==> src/rtl/seqtab_pkg.sv <==
`timescale 1ns/1ps
package seqtab_pkg;
  localparam int SYM_W = 2;
  localparam int CLS_W = 2;

  typedef enum logic [CLS_W-1:0] {
    CLS_A = 2'b00,
    CLS_B = 2'b01,
    CLS_C = 2'b10,
    CLS_D = 2'b11
  } cls_e;
endpackage

==> src/rtl/seqtab_rst_sync.sv <==
`timescale 1ns/1ps
module seqtab_rst_sync #(
  parameter int STAGES = 2
) (
  input  logic clk,
  input  logic rst_n,
  output logic rst_core_n
);
  generate
    if (STAGES <= 1) begin : g_single
      logic q;
      always_ff @(posedge clk or negedge rst_n) begin
        if (!rst_n) q <= 1'b0;
        else        q <= 1'b1;
      end
      assign rst_core_n = q;
    end else begin : g_chain
      logic [STAGES-1:0] q;
      always_ff @(posedge clk or negedge rst_n) begin
        if (!rst_n) q <= '0;
        else        q <= {q[STAGES-2:0], 1'b1};
      end
      assign rst_core_n = q[STAGES-1];
    end
  endgenerate
endmodule

==> src/rtl/seqtab_next.sv <==
`timescale 1ns/1ps
module seqtab_next
  import seqtab_pkg::*;
(
  input  cls_e             cur,
  input  logic [SYM_W-1:0] sym,
  output cls_e             nxt
);
  always_comb begin
    nxt = CLS_A;
    unique case (cur)
      CLS_A: begin
        case (sym)
          2'b00:   nxt = CLS_B;
          2'b01:   nxt = CLS_C;
          2'b10:   nxt = CLS_A;
          default: nxt = CLS_D;
        endcase
      end
      CLS_B: begin
        case (sym)
          2'b00:   nxt = CLS_A;
          2'b01:   nxt = CLS_C;
          2'b10:   nxt = CLS_D;
          default: nxt = CLS_B;
        endcase
      end
      CLS_C: begin
        case (sym)
          2'b00:   nxt = CLS_D;
          2'b01:   nxt = CLS_C;
          2'b10:   nxt = CLS_B;
          default: nxt = CLS_D;
        endcase
      end
      default: begin
        case (sym)
          2'b00:   nxt = CLS_D;
          2'b01:   nxt = CLS_B;
          2'b10:   nxt = CLS_A;
          default: nxt = CLS_C;
        endcase
      end
    endcase
  end
endmodule

==> src/rtl/seqtab_out.sv <==
`timescale 1ns/1ps
module seqtab_out
  import seqtab_pkg::*;
(
  input  cls_e cur,
  output logic mo
);
  always_comb begin
    unique case (cur)
      CLS_B, CLS_C: mo = 1'b1;
      default:      mo = 1'b0;
    endcase
  end
endmodule

==> src/rtl/seqtab_fsm.sv <==
`timescale 1ns/1ps
module seqtab_fsm
  import seqtab_pkg::*;
#(
  parameter int RST_STAGES = 2
) (
  input  logic             clk,
  input  logic             rst_n,
  input  logic [SYM_W-1:0] sym_in,
  output logic             out_bit,
  output logic [CLS_W-1:0] state_cls
);
  logic rst_core_n;
  cls_e cls_q;
  cls_e cls_d;

  seqtab_rst_sync #(.STAGES(RST_STAGES)) i_rst (
    .clk        (clk),
    .rst_n      (rst_n),
    .rst_core_n (rst_core_n)
  );

  seqtab_next i_next (
    .cur (cls_q),
    .sym (sym_in),
    .nxt (cls_d)
  );

  always_ff @(posedge clk or negedge rst_core_n) begin
    if (!rst_core_n) cls_q <= CLS_A;
    else             cls_q <= cls_d;
  end

  seqtab_out i_out (
    .cur (cls_q),
    .mo  (out_bit)
  );

  assign state_cls = cls_q;
endmodule

==> config.mk <==
export PLATFORM = sky130hd
export DESIGN_NAME = seqtab_fsm
export DESIGN_NICKNAME = d
export VERILOG_FILES = /design/src/rtl/seqtab_pkg.sv /design/src/rtl/seqtab_rst_sync.sv /design/src/rtl/seqtab_next.sv /design/src/rtl/seqtab_out.sv /design/src/rtl/seqtab_fsm.sv
export SDC_FILE = /design/constraint.sdc
export NUM_CORES = 1
export LEC_CHECK = 0
export ABC_AREA = 1
export BUFFER_PORTS_ARGS = -buffer_cell sky130_fd_sc_hd__buf_4
export CAP_MARGIN = 20
export CORE_AREA = 4 4 41 43
export DETAILED_ROUTE_END_ITERATION = 6
export DIE_AREA = 0 0 45 47
export PLACE_DENSITY = 0.45
export SLEW_MARGIN = 25
export SYNTH_ARGS = -nofsm -noshare
export SYNTH_HDL_FRONTEND = slang
export SYNTH_SLANG_ARGS = --single-unit
==> constraint.sdc <==
create_clock -name clk -period 1.4 [get_ports clk]
set_clock_uncertainty 0.15 [all_clocks]
set_input_delay 0.07 -clock clk [delete_from_list [all_inputs] [get_ports clk]]
set_output_delay 0.07 -clock clk [all_outputs]
set_load 0.02 [all_outputs]
==> results.toml <==
[min_path]
min-delay-path-class = "input pin to asynchronous set/reset pin"

[worst_setup_path]
cp-end-kind = "output pin"
slowest_stage = "dfrtp_1"
crit_start = "state_cls[0]"
slowest_delay_ns = 0.40
worst_ep_required_time_ns = 1.18
critPathLaunchType = "flip-flop"
setup.worst_path.end = "out_bit"
r2r_cells = 6
cp_max_fo = 4
r2r-start = "state_cls[1]"
critical_path_class = "flip-flop to output pin"
path_cells = "inv_2 -> ha_1 -> buf_4"
reg2reg_slack_ns = 0.12
timing.rr.end = "state_cls[1]"
critPathArrivalTime_ns = 1.13

[synth]
synth_nets = 51
postSynth.asyncResetShare_pct = 100.0
yosysMostFrequentCell = "ha_1"
yosysWarnings = 0
yosys.cell_types.count = 12
netlist_top_cells_area = "ha_1 39%, dfrtp_1 31%, inv_1 8.1%, nand2_1 5.8%, nor2_1 4.7%"
ys_seq_area_share_pct = 31.01
synth_top_area_share_pct = 38.76
synth_edf_count = 0
postSynthCellCount = 37
yosysTopAreaCell = "ha_1"
synth_commonest_cells = "10 x ha_1, 7 x inv_1, 5 x nand2_1"
ys.flop_type = "dfrtp_1"
syn-cell-area_um2 = 322.8
ys_ff_latch = 4
syn_area_per_cell_um2 = 8.725

[cts]
cts_tree = "yes"
clock-sinks = 4
clk_latency_ns = 0.23
htreeDepth = 1
root_buffer = "clkbuf_4"
clk_pin_slew_worst_paths_ns = 0.04
numCtsBuffers = 3
clockBufferDepth = 2

[final_layout]
syn2layout_area_growth_pct = 39.92
layout.nets = 67
fillers = 143
final_layout_size_suffix_gt1_share_pct = 27.45
diodes = 0
stdcell_area_um2 = 451.7

[timing]
fin_crit_ns = 1.354
setup_viol = 0
layout_setup_ws_ns = 0.04624
finalMaxSlewViolations = 0
finalCritPeriodShare_pct = 96.70
max_freq_ghz = 0.7387
hold_viol = 0

[placement]
io_buffers = 6
gp_congestion = 0.6747
place_ws_ns = 0.1627
postPlaceCellArea_um2 = 386.6
dp_hpwl_um = 432.4

[die]
num_rows = 13
die_area_um2 = 2115
core_um2 = 1301
ios = 7
start_util_pct = 24.81
die_w_um = 45
fp.dieH_um = 47

[power]
leakage_nw = 0.2584
power.density_nw_per_um2 = 1800
irDropWorstVdd_mv = 0.7891
finalPower_mw = 0.8131

[grt]
antenna_found_initial = 0
grt_pass1_vias = 235
grt_pass1_wl_um = 931
track_usage_pct = 6.339
grt_max_degree = 5
overflow = 0

[run]
maxCapViolations = 0

[route]
drt_first_pass_iters = 2
drt_iter0_drc = 2
avgViaCountPerCell = 3.939
drc_errors = 0
post_drt_wl_per_cell_um = 8.197
ant_nets = 0
drt-total-wl_um = 541
vias = 260

[status]
outcome = "finished, final reports clean"
==> how the worst min path moves through the flow <==
stage                     depth (start not counted)            endpoint   from  slack [ns]
after global placement                            1  i_rst.g_chain.q[0]  rst_n       -0.30
after detailed placement                          1  i_rst.g_chain.q[0]  rst_n       -0.30
after CTS                                         2  i_rst.g_chain.q[0]  rst_n       0.003
final                                             2  i_rst.g_chain.q[0]  rst_n        0.02
after floorplan                                   0  i_rst.g_chain.q[0]  rst_n       -0.38
after global routing                              2  i_rst.g_chain.q[0]  rst_n        0.03
==> cells in the final DEF, fill, tap and decap left out, drive strengths merged <==
cell type and n:
a21boi 1, buf 9, clkbuf 3, conb 1, dfrtp 4, dlygate4sd3 2
ha 10, inv 8, nand2 5, nand3 1, nor2 4, nor3 1
o21a 1, o21ai 1
==> logic make-up after synthesis <==
group / Yosys count / synth area share [%]
and+or+nand+nor: 11 / 13.56
other: 1 / 1.162
DFF: 4 / 31.01
AOI/OAI and AO/OA: 3 / 6.202
buffers and inverters: 8 / 9.303
adders and majority gates: 10 / 38.76
==> per-stage QoR <==
step           setup TNS [ns]  hold slack, ns  utilization (%)  std cells
2_1_floorplan               0         -0.3756                -         37
3_3_place_gp                0         -0.2959            29.71         58
3_5_place_dp                0         -0.2962            29.71         58
4_1_cts                     0        0.003439            32.98         63
5_1_grt             -0.005056         0.03499            34.71         66
6_report                    0         0.01644            34.71         66
==> layer usage <==
metal / wire length [µm] / global-route usage [%] / up-vias
met5: 0 / 0 / -
met4: 0 / 1.754 / 0
met3: 48 / 4.598 / 0
met2: 221 / 8.757 / 7
met1: 271 / 7.798 / 116
li1: - / - / 137
==> what timing repair did <==
| action | CTS | global route |
|---|---|---|
| setup buffers | 0 | 3 |
| gates resized for setup | 0 | 1 |
| endpoints found under the setup margin | 0 | 1 |
| hold buffers | 2 | 0 |
| hold endpoints to repair | 4 | 0 |
==> flip-flops by register name, summed over array words and instances (netlist names) <==
name             count
i_rst.g_chain.q      2
state_cls            2
==> worst max-delay path, delay by kind of cell, from the launching register on <==
family | cells | cell delay, ns
buf+inv | 2 | 0.21
flops | 1 | 0.40
fa+ha+maj | 1 | 0.29
==> power by group <==
part	switching (mW)	leakage (nW)	internal, mW
Combinational	0.251	0.197	0.234
Clock	0.0459	0.0138	0.0958
Sequential	0.0352	0.0471	0.151
Total	0.332	0.258	0.481
==> final cells by class <==
type,count,area [µm²],share of cell area (%)
clock buffers,3,22.52,4.986
well taps,15,18.77,4.155
multi-input cells,25,192.7,42.66
flip-flops and latches,4,100.1,22.16
inverters,8,30.03,6.648
repair buffers,11,87.58,19.39
No activity file was read; power rests on OpenSTA's default activity.
